**src/rtl/dma_seq_pkg.sv**
```systemverilog
package dma_seq_pkg;
  typedef enum logic [1:0] {SZ_B8 = 2'd0, SZ_B16 = 2'd1, SZ_B32 = 2'd2, SZ_BAD = 2'd3} acc_size_e;
  typedef enum logic [1:0] {ST_IDLE, ST_READ, ST_WRITE, ST_WB} seq_state_e;
endpackage

```
**src/rtl/dma_seq_cfg.sv**
```systemverilog
module dma_seq_cfg #(
  parameter int NBW   = 16,
  parameter int CW    = 16,
  parameter int LW    = 2,
  parameter int IW    = LW + 1
) (
  input  logic [1:0]     src_size_i,
  input  logic [1:0]     dst_size_i,
  input  logic [NBW-1:0] bytes_i,
  input  logic [CW-1:0]  iter_i,
  output logic [IW-1:0]  rd_last_o,
  output logic [IW-1:0]  wr_last_o,
  output logic [NBW-1:0] groups_o,
  output logic           bad_o
);
  logic [1:0]     grp_code;
  logic [NBW-1:0] grp_mask;

  assign grp_code  = (src_size_i > dst_size_i) ? src_size_i : dst_size_i;
  assign grp_mask  = NBW'((32'd1 << grp_code) - 32'd1);
  assign rd_last_o = IW'((32'd1 << (grp_code - src_size_i)) - 32'd1);
  assign wr_last_o = IW'((32'd1 << (grp_code - dst_size_i)) - 32'd1);
  assign groups_o  = bytes_i >> grp_code;
  assign bad_o     = (32'(src_size_i) > LW) || (32'(dst_size_i) > LW) ||
                     (bytes_i == '0) || (iter_i == '0) || ((bytes_i & grp_mask) != '0);
endmodule

```
**src/rtl/dma_seq_buf.sv**
```systemverilog
module dma_seq_buf #(
  parameter int DW    = 32,
  parameter int LANES = DW / 8,
  parameter int LW    = $clog2(LANES)
) (
  input  logic          clk_i,
  input  logic          rst_ni,
  input  logic          cap_i,
  input  logic [LW-1:0] cap_pos_i,
  input  logic [LW-1:0] cap_lane_i,
  input  logic [1:0]    cap_size_i,
  input  logic [DW-1:0] rdata_i,
  input  logic          out_en_i,
  input  logic [LW-1:0] out_pos_i,
  input  logic [LW-1:0] out_lane_i,
  input  logic [1:0]    out_size_i,
  output logic [DW-1:0] wdata_o
);
  logic [DW-1:0]    store_q;
  logic [DW-1:0]    placed, picked, keep;
  logic [LANES-1:0] cap_be;

  // align read bytes to lane 0, then move them to their slot in the buffer
  assign placed = (rdata_i >> {cap_lane_i, 3'b000}) << {cap_pos_i, 3'b000};

  always_comb begin
    for (int d = 0; d < LANES; d++) begin
      cap_be[d]       = (d >= int'(cap_pos_i)) && (d < int'(cap_pos_i) + (1 << cap_size_i));
      keep[8*d +: 8]  = (d < (1 << out_size_i)) ? 8'hff : 8'h00;
    end
  end

  for (genvar d = 0; d < LANES; d++) begin : g_lane
    always_ff @(posedge clk_i or negedge rst_ni) begin
      if (!rst_ni)                 store_q[8*d +: 8] <= '0;
      else if (cap_i && cap_be[d]) store_q[8*d +: 8] <= placed[8*d +: 8];
    end
  end

  assign picked  = (store_q >> {out_pos_i, 3'b000}) & keep;
  assign wdata_o = out_en_i ? (picked << {out_lane_i, 3'b000}) : '0;
endmodule

```
**src/rtl/dma_seq_ptr.sv**
```systemverilog
module dma_seq_ptr #(
  parameter int AW = 32,
  parameter int OW = 16
) (
  input  logic          clk_i,
  input  logic          rst_ni,
  input  logic          load_i,
  input  logic [AW-1:0] init_i,
  input  logic          step_i,
  input  logic [OW-1:0] off_i,
  output logic [AW-1:0] addr_o
);
  logic [AW-1:0] off_ext;
  assign off_ext = {{(AW-OW){off_i[OW-1]}}, off_i};

  always_ff @(posedge clk_i or negedge rst_ni) begin
    if (!rst_ni)     addr_o <= '0;
    else if (load_i) addr_o <= init_i;
    else if (step_i) addr_o <= addr_o + off_ext;
  end
endmodule

```
**src/rtl/dma_minor_seq.sv**
```systemverilog
module dma_minor_seq
  import dma_seq_pkg::*;
#(
  parameter int AW  = 32,
  parameter int DW  = 32,
  parameter int OW  = 16,
  parameter int NBW = 16,
  parameter int CW  = 16
) (
  input  logic           clk_i,
  input  logic           rst_ni,
  input  logic           start_i,
  input  logic [AW-1:0]  src_addr_i,
  input  logic [AW-1:0]  dst_addr_i,
  input  logic [OW-1:0]  src_step_i,
  input  logic [OW-1:0]  dst_step_i,
  input  logic [1:0]     src_size_i,
  input  logic [1:0]     dst_size_i,
  input  logic [NBW-1:0] minor_bytes_i,
  input  logic [CW-1:0]  iter_cur_i,
  input  logic [CW-1:0]  iter_start_i,
  input  logic [AW-1:0]  src_adj_i,
  input  logic [AW-1:0]  dst_adj_i,
  output logic           busy_o,
  output logic           err_o,
  output logic           bus_req_o,
  output logic           bus_we_o,
  output logic [AW-1:0]  bus_addr_o,
  output logic [1:0]     bus_size_o,
  input  logic           bus_ready_i,
  output logic [DW-1:0]  bus_wdata_o,
  input  logic [DW-1:0]  bus_rdata_i,
  output logic           wb_valid_o,
  output logic [AW-1:0]  wb_src_addr_o,
  output logic [AW-1:0]  wb_dst_addr_o,
  output logic [CW-1:0]  wb_iter_o,
  output logic           minor_done_o,
  output logic           major_done_o
);
  localparam int LANES = DW / 8;
  localparam int LW    = $clog2(LANES);
  localparam int IW    = LW + 1;

  seq_state_e     state_q;
  logic [1:0]     ssize_q, dsize_q;
  logic [AW-1:0]  sadj_q, dadj_q;
  logic [OW-1:0]  soff_q, doff_q;
  logic [CW-1:0]  iter_q, iter0_q;
  logic [NBW-1:0] grp_q;
  logic [IW-1:0]  rd_idx_q, wr_idx_q, rd_last_q, wr_last_q;
  logic           rd_ph_q, wr_ph_q, err_q;
  logic [LW-1:0]  rd_pos_q, rd_lane_q, wr_pos_q, wr_lane_q;

  logic [IW-1:0]  cfg_rd_last, cfg_wr_last;
  logic [NBW-1:0] cfg_groups;
  logic           cfg_bad, accept, load, last_iter;
  logic [AW-1:0]  ptr_init [2];
  logic [OW-1:0]  ptr_off  [2];
  logic [AW-1:0]  ptr_addr [2];
  logic           ptr_step [2];
  logic [LW-1:0]  rd_pos, wr_pos;

  dma_seq_cfg #(.NBW(NBW), .CW(CW), .LW(LW), .IW(IW)) u_cfg (
    .src_size_i(src_size_i), .dst_size_i(dst_size_i), .bytes_i(minor_bytes_i),
    .iter_i(iter_cur_i), .rd_last_o(cfg_rd_last), .wr_last_o(cfg_wr_last),
    .groups_o(cfg_groups), .bad_o(cfg_bad)
  );

  assign accept = bus_req_o & bus_ready_i;
  assign load   = (state_q == ST_IDLE) && start_i && !cfg_bad;

  // index 0 = source pointer, 1 = destination pointer
  assign ptr_init[0] = src_addr_i;
  assign ptr_init[1] = dst_addr_i;
  assign ptr_off[0]  = soff_q;
  assign ptr_off[1]  = doff_q;
  assign ptr_step[0] = accept && !bus_we_o;
  assign ptr_step[1] = accept && bus_we_o;

  for (genvar p = 0; p < 2; p++) begin : g_ptr
    dma_seq_ptr #(.AW(AW), .OW(OW)) u_ptr (
      .clk_i(clk_i), .rst_ni(rst_ni), .load_i(load), .init_i(ptr_init[p]),
      .step_i(ptr_step[p]), .off_i(ptr_off[p]), .addr_o(ptr_addr[p])
    );
  end

  assign rd_pos = LW'(rd_idx_q << ssize_q);
  assign wr_pos = LW'(wr_idx_q << dsize_q);

  always_ff @(posedge clk_i or negedge rst_ni) begin
    if (!rst_ni) begin
      state_q   <= ST_IDLE;
      ssize_q   <= '0;  dsize_q  <= '0;
      soff_q    <= '0;  doff_q   <= '0;
      sadj_q    <= '0;  dadj_q   <= '0;
      iter_q    <= '0;  iter0_q  <= '0;
      grp_q     <= '0;
      rd_idx_q  <= '0;  wr_idx_q <= '0;
      rd_last_q <= '0;  wr_last_q <= '0;
      err_q     <= 1'b0;
    end else begin
      err_q <= 1'b0;
      unique case (state_q)
        ST_IDLE: if (start_i) begin
          if (cfg_bad) err_q <= 1'b1;
          else begin
            state_q   <= ST_READ;
            ssize_q   <= src_size_i;    dsize_q   <= dst_size_i;
            soff_q    <= src_step_i;    doff_q    <= dst_step_i;
            sadj_q    <= src_adj_i;     dadj_q    <= dst_adj_i;
            iter_q    <= iter_cur_i;    iter0_q   <= iter_start_i;
            grp_q     <= cfg_groups;
            rd_last_q <= cfg_rd_last;   wr_last_q <= cfg_wr_last;
            rd_idx_q  <= '0;            wr_idx_q  <= '0;
          end
        end
        ST_READ: if (accept) begin
          if (rd_idx_q == rd_last_q) begin
            rd_idx_q <= '0;
            state_q  <= ST_WRITE;
          end else rd_idx_q <= rd_idx_q + 1'b1;
        end
        ST_WRITE: if (accept) begin
          if (wr_idx_q == wr_last_q) begin
            wr_idx_q <= '0;
            grp_q    <= grp_q - 1'b1;
            state_q  <= (grp_q == NBW'(1)) ? ST_WB : ST_READ;
          end else wr_idx_q <= wr_idx_q + 1'b1;
        end
        ST_WB: state_q <= ST_IDLE;
        default: state_q <= ST_IDLE;
      endcase
    end
  end

  // data-phase tracking: one cycle behind address acceptance
  always_ff @(posedge clk_i or negedge rst_ni) begin
    if (!rst_ni) begin
      rd_ph_q <= 1'b0; wr_ph_q <= 1'b0;
      rd_pos_q <= '0; rd_lane_q <= '0; wr_pos_q <= '0; wr_lane_q <= '0;
    end else begin
      rd_ph_q <= accept && !bus_we_o;
      wr_ph_q <= accept && bus_we_o;
      if (accept && !bus_we_o) begin
        rd_pos_q  <= rd_pos;
        rd_lane_q <= ptr_addr[0][LW-1:0];
      end
      if (accept && bus_we_o) begin
        wr_pos_q  <= wr_pos;
        wr_lane_q <= ptr_addr[1][LW-1:0];
      end
    end
  end

  dma_seq_buf #(.DW(DW), .LANES(LANES), .LW(LW)) u_buf (
    .clk_i(clk_i), .rst_ni(rst_ni),
    .cap_i(rd_ph_q), .cap_pos_i(rd_pos_q), .cap_lane_i(rd_lane_q), .cap_size_i(ssize_q),
    .rdata_i(bus_rdata_i),
    .out_en_i(wr_ph_q), .out_pos_i(wr_pos_q), .out_lane_i(wr_lane_q), .out_size_i(dsize_q),
    .wdata_o(bus_wdata_o)
  );

  assign busy_o     = (state_q != ST_IDLE);
  assign err_o      = err_q;
  assign bus_req_o  = (state_q == ST_READ) || (state_q == ST_WRITE);
  assign bus_we_o   = (state_q == ST_WRITE);
  assign bus_addr_o = bus_we_o ? ptr_addr[1] : ptr_addr[0];
  assign bus_size_o = bus_we_o ? dsize_q : ssize_q;

  assign last_iter     = (iter_q == CW'(1));
  assign wb_valid_o    = (state_q == ST_WB);
  assign wb_src_addr_o = ptr_addr[0] + (last_iter ? sadj_q : '0);
  assign wb_dst_addr_o = ptr_addr[1] + (last_iter ? dadj_q : '0);
  assign wb_iter_o     = last_iter ? iter0_q : iter_q - 1'b1;
  assign minor_done_o  = wb_valid_o && !last_iter;
  assign major_done_o  = wb_valid_o && last_iter;
endmodule

```
**config.mk**
```make
export PLATFORM = sky130hd
export DESIGN_NAME = dma_minor_seq
export DESIGN_NICKNAME = d
export VERILOG_FILES = /design/src/rtl/dma_seq_pkg.sv /design/src/rtl/dma_seq_cfg.sv /design/src/rtl/dma_seq_buf.sv /design/src/rtl/dma_seq_ptr.sv /design/src/rtl/dma_minor_seq.sv
export SDC_FILE = /design/constraint.sdc
export NUM_CORES = 1
export LEC_CHECK = 0
export ABC_AREA = 1
export BUFFER_PORTS_ARGS = -buffer_cell sky130_fd_sc_hd__buf_2
export CORE_ASPECT_RATIO = 2
export CORE_MARGIN = 1
export CORE_UTILIZATION = 50
export DETAILED_ROUTE_END_ITERATION = 10
export GPL_TIMING_DRIVEN = 0
export PLACE_DENSITY = 0.78
export REMOVE_ABC_BUFFERS = 1
export SKIP_LAST_GASP = 1
export SLEW_MARGIN = 20
export SYNTH_ARGS = -nofsm -noshare
export SYNTH_HDL_FRONTEND = slang
export SYNTH_SLANG_ARGS = --single-unit
export TNS_END_PERCENT = 50
```
**constraint.sdc**
```tcl
create_clock -name clk_i -period 3 [get_ports clk_i]
set_input_delay 0.15 -clock clk_i [delete_from_list [all_inputs] [get_ports clk_i]]
set_output_delay 0.15 -clock clk_i [all_outputs]
set_load 0.02 [all_outputs]
```
* After elaboration in Yosys (flattened, before gate mapping)
Index checks and enable logic that the tools add are counted.
** Word-level totals
- Register bits :: 269
- Bits of input ports :: 248
- Logic and storage cells :: 158
** Cells by class
- $add $sub $neg :: 14
- Magnitude comparators :: 14
- Eq/ne operators :: 13
- Shifts and indexed selects :: 12
- Muxes and demuxes :: 39
- Bitwise operators :: 4
- Reduce and logical (&&, ||, !) cells :: 35
** Operator list (number)
- 2-to-1 mux 32 bit :: 8
- adder 32 bit :: 4
- less-than comparator 3 x 32 -> 1 bit (first input constant) :: 4
- 2-to-1 mux 16 bit :: 5
- less-than comparator 1 x 32 -> 1 bit (first input constant) :: 2
- less-than comparator 2 x 32 -> 1 bit (first input constant) :: 2
- left shift 1 x 2 -> 32 bit (first input constant) :: 2
- left shift 32 x 5 -> 32 bit :: 2
- >> shifter 32 x 5 -> 32 bit :: 2
- subtractor 16 x 1 -> 16 bit (second input constant) :: 3
- adder 3 x 32 -> 32 bit :: 1
- AND 32 bit :: 1
- equality test 16 x 1 -> 1 bit (second input constant) :: 2
- logical NOT 16 bit :: 2
- 2-to-1 mux 8 bit :: 4
- one-hot mux 16 bit (2 select lines) :: 1
- 2-to-1 mux 2 bit :: 9
- 2-to-1 mux 3 bit :: 6
- AND 16 bit :: 1
- nonzero test 16 bit :: 1
- left shift 1 x 2 -> 16 bit (first input constant) :: 1
- >> shifter 16 x 2 -> 16 bit :: 1
- logical AND 1 bit :: 13
- one-hot mux 3 bit (2 select lines) :: 2
- 26 further kinds :: 52

* Depth between registers and ports, before layout
Gate-level depths: netlist (run 1).
- Word-level depth :: 10
- Depth in mapped cells :: 26

* By module
Synthesis (run 1) repeated with hierarchy kept, for this count alone.
** Second synthesis, totals
- Cell total of the unflattened synthesis :: 4250
- Area, all modules :: 25160.4 um2
** By module, submodules not included
- dma_minor_seq :: instances 1, cells an instance 2152, area an instance 13176.4 um2, sequential area each 4329.2 um2
- dma_seq_ptr :: instances 2, cells an instance 629, area an instance 3738.6 um2, sequential area each 800.8 um2
- dma_seq_buf :: instances 1, cells an instance 657, area an instance 3469.6 um2, sequential area each 800.8 um2
- dma_seq_cfg :: instances 1, cells an instance 183, area an instance 1037.2 um2, sequential area each 0.0 um2

* Worst setup path after synthesis (run 1)
OpenSTA, ideal clock, no wires.
- Path type :: flip-flop to output port
- Start :: reg iter_q[0]
- End :: out wb_dst_addr_o[30]
- Arrival time :: 3.136 ns
- Data required time :: 2.850 ns
- Setup slack :: -0.286 ns
- Cell stages (with the launch flop) :: 20
- Buffers on the path :: 2
- Path through :: dfrtp_1 > ha_1 > nand3_1 > nor3_1 > and2_1 > clkbuf_1 > inv_2 > clkbuf_1 > nor2_1 > ha_1 > fa_1 > nand3_1 > nand2_1 > a21oi_1 > inv_1 > nand2_1 > nand2_1 > nand3_1 > nand2_1 > xor2_1
** Between the ends
- Longest elaborated chain between the ends :: 3
** Ends and longest elaborated chain
- start: declaration :: line dma_minor_seq.sv:48 : logic [CW-1:0] iter_q, iter0_q;
- start signal: assignment :: line dma_minor_seq.sv:111 : iter_q <= iter_cur_i; iter0_q <= iter_start_i;
- equality test 16 x 1 -> 1 bit :: line dma_minor_seq.sv:170 : assign last_iter = (iter_q == CW'(1));
- 2-to-1 mux 32 bit :: line dma_minor_seq.sv:173 : assign wb_dst_addr_o = ptr_addr[1] + (last_iter ? dadj_q : '0);
- adder 32 bit :: line dma_minor_seq.sv:173
- end: declaration :: line dma_minor_seq.sv:35 : output logic [AW-1:0] wb_dst_addr_o,
Every way passes these cells.

* Final worst setup path (run 1)
- Start :: reg iter_q[2]
- End :: out wb_src_addr_o[25]
** Between the ends
- Longest elaborated chain between the ends :: 3
** Ends and longest elaborated chain
- equality test 16 x 1 -> 1 bit :: line dma_minor_seq.sv:170
- 2-to-1 mux 32 bit :: line dma_minor_seq.sv:172 : assign wb_src_addr_o = ptr_addr[0] + (last_iter ? sadj_q : '0);
- adder 32 bit :: line dma_minor_seq.sv:172
- end: declaration :: line dma_minor_seq.sv:34 : output logic [AW-1:0] wb_src_addr_o,
Every way passes these cells.

==> metrics, run 1 <==
primary flip-flop cell chosen by synthesis mapping=sky130_fd_sc_hd__dfrtp_1; CTS tree=built; endpoint of the worst register-to-register path=u_buf.store_q[25]; width of the die=~150 µm; unrepaired setup endpoints after global routing=true; transition time of the tightest slew-check pin=1.118 ns; master of the slowest instance on the critical path=sky130_fd_sc_hd__dfrtp_1; initial core utilization=between 50% and 60%; via count of the first global-routing pass=roughly 28k; post-synthesis cell type count=47; maximum fanout along the worst path=8; share of the core filled with cells=72.15%; worst endpoint data arrival time=~4 ns; Buffers on Ports=400; wire length reported by the detailed router=around 110000 µm; first-pass GRT wire length=about 150000 µm; CTS max path bufs=3; clk sinks=~270; commonest cells after routing, fill and taps aside=sky130_fd_sc_hd__nand2_1, sky130_fd_sc_hd__inv_1, sky130_fd_sc_hd__buf_2; Async SR Flop Fraction=between 90% and 100%; wire per inst=roughly 22 µm; DIE HEIGHT=between 300 and 400 µm; mean area per synthesized cell=around 6.4 µm²; largest net degree at the start of global routing=95; failing checks=negative setup slack; Max-slew headroom=25.39%; combined area of the multi-input logic cells=roughly 17000 µm²; Max Clock Freq=around 240 MHz; detailed-routing iteration count for the pre-antenna-repair pass=8; minimum period implied by the final worst setup slack=between 4 and 5 ns; Worst Hold Class=input port to register; layout overhead on the synthesized area=42.43%; placed cell area=~26000 µm²; worst hold path depth=5; setup slack after layout=-1.150 ns; buffer type at the clock tree root=sky130_fd_sc_hd__clkbuf_16; global route overflow=0; clock transition at the register clock pins on the worst setup and hold paths after CTS=~0.06 ns; count of unresolved DRC violations after routing=0; required arrival time at the worst endpoint=2.85 ns; final number of max-transition violations=0; Maximum Capacitance Violations=0; outcome=finished, violations left; worst hold path startpoint=bus_rdata_i[29]; number of standard-cell rows in the floorplan=111; Final Hold Violating Endpoints=0; routability congestion estimate from global placement=0.9895; setup slack of the most critical reg-to-reg path=-0.17 ns; Starting DRT DRC Count=about 2.7k; yosys synthesis warning count=0; total leakage power=approximately 17 nW; Inserted Clock Buffers=27; start-to-end type of the worst setup path=register to output port; synthesized flop and latch total=269; worst clock skew=0.02890 ns; Vias=around 30k; placed wire-length estimate=around 66000 µm; number of fillers in the final layout=~3.5k; type of element launching the critical path=register; DIE AREA=47210 µm²; nature of the critical path endpoint=output port; worst r2r path cells=6; launch point of the worst reg-to-reg path=rd_lane_q[0]; worst voltage drop across the vdd grid=~520 µV; final number of setup-violating endpoints=between 200 and 300; Core Box Area=about 46000 µm²; share of final-layout standard cells stronger than drive strength 1=between 20 and 25%; post-synthesis cell count=about 3.6k; Seq/Total Area, Yosys=29.08%; combined area of all synthesized cells=about 23000 µm²; maximum level of the CTS H-tree=1; worst-path cell chain=or2_4, nor4_2, and2_4, inv_16, buf_16, nor2_4, ha_4, nand2_1, nand2_1, nand3_1, nand2_1, inv_1, o21ai_2, a21oi_2, nand2_2, nand2_2, nand2_2, xor2_2, buf_6; Hold Path End=u_buf.store_q[29]; delay contributed by the slowest stage of the critical path=0.39 ns; number of nets in the finished design=4726; count of flip-flops with a built-in enable after synthesis=0; cell area after layout=32970 µm²; Top Ports=approximately 400; routed via count divided by cell count=5.960; number of nets with antenna violations after detailed routing=0; Clock Latency Late Sink=0.61 ns; most common cell after layout, fill and taps aside=sky130_fd_sc_hd__nand2_1; power density over cell area=between 800 and 900 nW/µm²; share of the cycle needed by the critical path after routing=138.3%; total global routing track utilization=between 40% and 50%; sequential cell area=6740 µm²; number of antenna violations at the first check in global routing=15
[worst max-delay path, delay by kind of cell, from the launching register on]
kind                       cells  cell delay, ns
buffers and inverters          4            0.53
AOI/OAI and AO/OA              2            0.26
DFF                            1            0.39
adders and majority gates      1            0.25
xor gates and xnor gates       1            0.20
and+or+nand+nor               11            1.74
[metrics by stage]
| stage | hold WS, ns | instances | setup slack, ns | setup TNS [ns] | total power [mW] |
|---|---|---|---|---|---|
| floorplan | -0.1456 | 3524 | -3.445 | -653.89 | 16.10 |
| global placement | 0.3443 | 4489 | -6.810 | -2314.79 | 20.65 |
| detailed placement | 0.02401 | 4502 | -2.741 | -429.21 | 20.93 |
| CTS | 0.008857 | 4860 | -0.8492 | -122.00 | 26.01 |
| global route | 0.07606 | 4923 | -1.279 | -120.31 | 29.47 |
| finish | 0.03284 | 4924 | -1.150 | -81.55 | 27.89 |
[area by class of cell]
type | count | share of cell area, %
Inverter | 437 | 5.195
Timing Repair Buffer | 767 | 18.60
Tap cell | 565 | 2.144
Sequential cell | 269 | 20.44
Antenna cell | 10 | 0.07590
Multi-Input combinational cell | 2820 | 50.65
Clock inverter | 13 | 0.3719
Clock buffer | 36 | 2.334
Timing Repair inverter | 7 | 0.1860
[worst max-delay path by stage]
| stage | from | endpoint | slack (ns) | cells after the start |
|---|---|---|---|---|
| floorplan | src_size_i[1] | rd_last_q[2] | -3.44 | 21 |
| finish | iter_q[2] | wb_src_addr_o[25] | -1.15 | 19 |
| global placement | src_size_i[1] | g_ptr[0].u_ptr.addr_o[15] | -6.81 | 22 |
| CTS | iter_q[3] | wb_src_addr_o[31] | -0.85 | 17 |
| global route | iter_q[2] | wb_src_addr_o[25] | -1.28 | 17 |
| detailed placement | src_size_i[1] | g_ptr[0].u_ptr.addr_o[5] | -2.74 | 25 |
[metal layers]
| layer | global-route usage (%) | share of wire (%) | wire, µm |
|---|---|---|---|
| met3 | 6.445 | 8.9 | 9748 |
| met2 | 73.87 | 47 | 52020 |
| met5 | 0 | 0.085 | 93 |
| met1 | 40.87 | 31 | 34420 |
| met4 | 37.51 | 12 | 13360 |
[synthesized netlist by cell type, types with 6 or more instances]
cell,count,area (µm²)
sky130_fd_sc_hd__nor3_1,28,140.1
sky130_fd_sc_hd__o21ai_0,179,895.9
sky130_fd_sc_hd__o32ai_1,8,70.07
sky130_fd_sc_hd__nand4_1,40,250.2
sky130_fd_sc_hd__o211ai_1,52,390.4
sky130_fd_sc_hd__or2_2,6,37.54
sky130_fd_sc_hd__nor2_1,373,1400
sky130_fd_sc_hd__xnor2_1,30,262.8
sky130_fd_sc_hd__a21oi_1,170,850.8
sky130_fd_sc_hd__a31oi_1,11,68.82
sky130_fd_sc_hd__buf_1,6,22.52
sky130_fd_sc_hd__nand2_1,1254,4707
sky130_fd_sc_hd__o21ai_1,85,425.4
sky130_fd_sc_hd__o21a_1,6,45.04
sky130_fd_sc_hd__inv_1,428,1607
sky130_fd_sc_hd__a22oi_1,8,60.06
sky130_fd_sc_hd__ha_1,144,1802
sky130_fd_sc_hd__o21bai_1,17,127.6
sky130_fd_sc_hd__o221ai_1,6,52.55
sky130_fd_sc_hd__clkbuf_1,68,255.2
sky130_fd_sc_hd__a21o_1,14,105.1
sky130_fd_sc_hd__nor4_1,8,50.05
sky130_fd_sc_hd__nand3b_1,32,240.2
sky130_fd_sc_hd__xor2_1,81,709.4
sky130_fd_sc_hd__a21boi_0,8,60.06
sky130_fd_sc_hd__buf_4,15,112.6
sky130_fd_sc_hd__nand3_1,223,1116
sky130_fd_sc_hd__buf_2,32,160.2
sky130_fd_sc_hd__dfrtp_1,269,6731
[cells by family after synthesis]
logic type,after synthesis,synth area share [%]
AOI/OAI and AO/OA,581,14.18
xor gates and xnor gates,111,4.200
adders and majority gates,149,8.216
buffers and inverters,558,9.465
DFF,269,29.08
muxes,5,0.2162
and+or+nand+nor,1972,34.64
[flip-flops by register name (all words and copies together), names as in the netlist, 3 cells and up]
name / flops
g_ptr.u_ptr.addr_o: 64
grp_q: 16
rd_idx_q: 3
u_buf.store_q: 32
wr_last_q: 3
iter0_q: 16
doff_q: 16
iter_q: 16
soff_q: 16
wr_idx_q: 3
dadj_q: 32
sadj_q: 32
rd_last_q: 3
[power breakdown]
group          total (mW)  internal, mW  switching [mW]  leakage [nW]
clock                3.61          1.91            1.70         0.444
sequential           7.31          5.19            2.12          3.30
combinational        17.0          6.05            10.9          13.6
total                27.9          13.1            14.7          17.4
[repair_timing]
item	4_1_cts	5_1_grt
pin swaps	111	102
cloned	14	6
hold buffers	204	1
gates resized for setup	421	251
buffers inserted	91	51
setup endpoints to repair	332	365
endpoints found under the hold margin	378	2
(Power assumes the default switching activity.)
==> inputs of run 2 (changes only) <==
--- a/config.mk
+++ b/config.mk
@@ -12,11 +12,10 @@
 export CORE_UTILIZATION = 50
 export DETAILED_ROUTE_END_ITERATION = 10
 export GPL_TIMING_DRIVEN = 0
-export PLACE_DENSITY = 0.78
+export PLACE_DENSITY = 0.75
 export REMOVE_ABC_BUFFERS = 1
 export SKIP_LAST_GASP = 1
 export SLEW_MARGIN = 20
 export SYNTH_ARGS = -nofsm -noshare
 export SYNTH_HDL_FRONTEND = slang
 export SYNTH_SLANG_ARGS = --single-unit
-export TNS_END_PERCENT = 50
==> constraint.sdc (replaced) <==
create_clock -name clk_i -period 4.15 [get_ports clk_i]
set_input_delay 0.2075 -clock clk_i [delete_from_list [all_inputs] [get_ports clk_i]]
set_output_delay 0.2075 -clock clk_i [all_outputs]
set_load 0.02 [all_outputs]
==> metrics, run 2 (synthesized netlist as in run 1, its figures left out) <==
number of fillers in the final layout=~4.2k; detailed-routing iteration count for the pre-antenna-repair pass=6; worst hold margin=roughly 0.019 ns; minimum period implied by the final worst setup slack=4.088 ns; outcome=finished clean; unrepaired setup endpoints after global routing=true; delay contributed by the slowest stage of the critical path=roughly 0.40 ns; Buffers on Ports=400; post-placement setup slack=-1.194 ns; first-pass GRT wire length=138100 µm; number of antenna violations at the first check in global routing=5; start-to-end type of the worst setup path=register to output port; wire length reported by the detailed router=between 90000 and 100000 µm; final number of setup-violating endpoints=0; master of the slowest instance on the critical path=sky130_fd_sc_hd__ha_1; met2 wire length=~46000 µm; detailed-routing wirelength on met1=roughly 31000 µm; Vias=26.52k; number of nets in the finished design=between 4k and 5k; Max Clock Freq=approximately 240 MHz; worst clock skew=between 0.015 and 0.02 ns; routability congestion estimate from global placement=about 1.0; worst endpoint data arrival time=slightly below 4 ns; Max-slew headroom=around 27%; total leakage power=between 15 and 20 nW; share of the cycle needed by the critical path after routing=98.52%; maximum fanout along the worst path=18; worst-path cell chain=inv_1, ha_2, nand3_1, nor3_2, and2_4, inv_8, buf_16, nor2_1, ha_1, nand2_1, nor2_1, inv_1, nor3_1, nand3_1, nand3b_1, buf_4, xor2_1, buf_2; number of standard-cell rows in the floorplan=between 100 and 150; total global routing track utilization=37.62%; commonest cells after routing, fill and taps aside=sky130_fd_sc_hd__nand2_1, sky130_fd_sc_hd__inv_1, sky130_fd_sc_hd__buf_2; Worst Hold Class=input port to register; largest net degree at the start of global routing=just over 90; most common cell after layout, fill and taps aside=sky130_fd_sc_hd__nand2_1; setup slack after layout=between 0.06 and 0.07 ns; type of element launching the critical path=register; width of the die=about 150 µm; via count of the first global-routing pass=approximately 26k; CTS max path bufs=3; global route overflow=0; DIE HEIGHT=306.3 µm; power density over cell area=631.2 nW/µm²; count of unresolved DRC violations after routing=0; routed via count divided by cell count=5.561; share of final-layout standard cells stronger than drive strength 1=approximately 14%; Inserted Clock Buffers=28; required arrival time at the worst endpoint=just under 4 ns; wire per inst=18.90 µm; met3 WL post-DR=5061 µm; number of nets with antenna violations after detailed routing=0; layout overhead on the synthesized area=25.64%; Core Box Area=about 46000 µm²; Most flops, register=g_ptr.u_ptr.addr_o; Clock Latency Late Sink=0.59 ns; clk sinks=around 270; Worst path top cell family by delay=simple AND/OR/NAND/NOR gates; transition time of the tightest slew-check pin=~1.1 ns; flip-flop count of the largest register, all copies and words added=between 60 and 70; placed wire-length estimate=between 60000 and 70000 µm; clock transition at the register clock pins on the worst setup and hold paths after CTS=around 0.070 ns; buffer type at the clock tree root=sky130_fd_sc_hd__clkbuf_16; CTS tree=built; maximum level of the CTS H-tree=1; Final Hold Violating Endpoints=0; Maximum Capacitance Violations=0; Top Ports=between 400 and 500; count of buffering cells on the critical path with inverters included=6; worst voltage drop across the vdd grid=421.2 µV; initial core utilization=50.66%; Starting DRT DRC Count=1836; final number of max-transition violations=0; nature of the critical path endpoint=output port; DIE AREA=roughly 47000 µm²; top layer in use=met4
==> run 2: cell types whose count changed in the layout (fill, tap and decap cells not counted), moves of 31 or more <==
cell,before,now
sky130_fd_sc_hd__nand2_1,1180,1236
sky130_fd_sc_hd__buf_2,344,390
sky130_fd_sc_hd__nor2_2,44,13
sky130_fd_sc_hd__nor2_4,40,0
sky130_fd_sc_hd__ha_1,98,129
sky130_fd_sc_hd__buf_6,65,3
sky130_fd_sc_hd__nor2_1,291,362
sky130_fd_sc_hd__nand2_4,33,1
sky130_fd_sc_hd__ha_4,44,3
sky130_fd_sc_hd__buf_4,125,21
==> run 2: metal layers <==
layer / global-route usage [%] / up-vias
li1: - / 12823
met1: 38.23 / 12184
met2: 69.55 / 1136
met3: 4.000 / 376
met4: 29.37 / 0
met5: 0 / -
==> run 2: per-stage QoR <==
| stage | instances | power, mW | area, µm² | util [%] | TNS (ns) |
|---|---|---|---|---|---|
| after floorplan | 3524 | 11.64 | 22600 | - | -395.05 |
| after global placement | 4489 | 15.01 | 25310 | 55.38 | -1693.77 |
| after detailed placement | 4502 | 15.23 | 25640 | 56.12 | -117.13 |
| after CTS | 4754 | 18.06 | 28710 | 62.84 | -0.01250 |
| after global routing | 4768 | 19.66 | 29080 | 63.64 | -0.2906 |
| final | 4769 | 18.36 | 29080 | 63.65 | 0 |
==> run 2: area by class of cell <==
type | count | area (µm²) | area share (%)
multi-input cells | 2818 | 14610 | 50.22
flip-flops and latches | 269 | 6733 | 23.15
repair buffers | 624 | 4461 | 15.34
inverters | 437 | 1667 | 5.731
clock buffers | 39 | 792.0 | 2.723
well taps | 565 | 706.9 | 2.431
clock inverters | 11 | 102.6 | 0.3528
diodes | 6 | 15.01 | 0.05163
==> run 2: timing repair <==
item,in CTS,in global routing
setup buffers,6,6
hold endpoints to repair,374,0
endpoints found under the setup margin,104,125
resized for setup,41,78
cloned,1,3
pin swaps,3,13
hold buffers,195,0
==> run 2: tightest hold or removal path: stages <==
cell	delay, ns
sky130_fd_sc_hd__buf_2	0.08
sky130_fd_sc_hd__nand2_1	0.10
sky130_fd_sc_hd__nand2_1	0.08
sky130_fd_sc_hd__nand2_1	0.04
sky130_fd_sc_hd__nand2_1	0.04
==> run 2: path summary, 6_finish.rpt <==
| check | start | cells past startpoint | slack, ns | to |
|---|---|---|---|---|
| max in group asynchronous | rst_ni | 4 | 2.84 | wr_pos_q[0] |
| min reg2reg | iter0_q[15] | 2 | 0.49 | iter0_q[15] |
| max | iter_q[1] | 18 | 0.06 | wb_src_addr_o[23] |
| min in group asynchronous | rst_ni | 2 | 0.11 | g_ptr[0].u_ptr.addr_o[24] |
| max reg2reg | state_q[0] | 9 | 1.06 | grp_q[12] |
| min | src_addr_i[12] | 5 | 0.02 | g_ptr[0].u_ptr.addr_o[12] |
==> run 2: where the power goes <==
group	total (mW)	internal, mW	switching, mW	leakage (nW)
Combinational	10.7	3.58	7.11	12.3
Sequential	5.09	3.75	1.34	3.31
Clock	2.57	1.40	1.18	0.433
Total	18.4	8.73	9.63	16.0
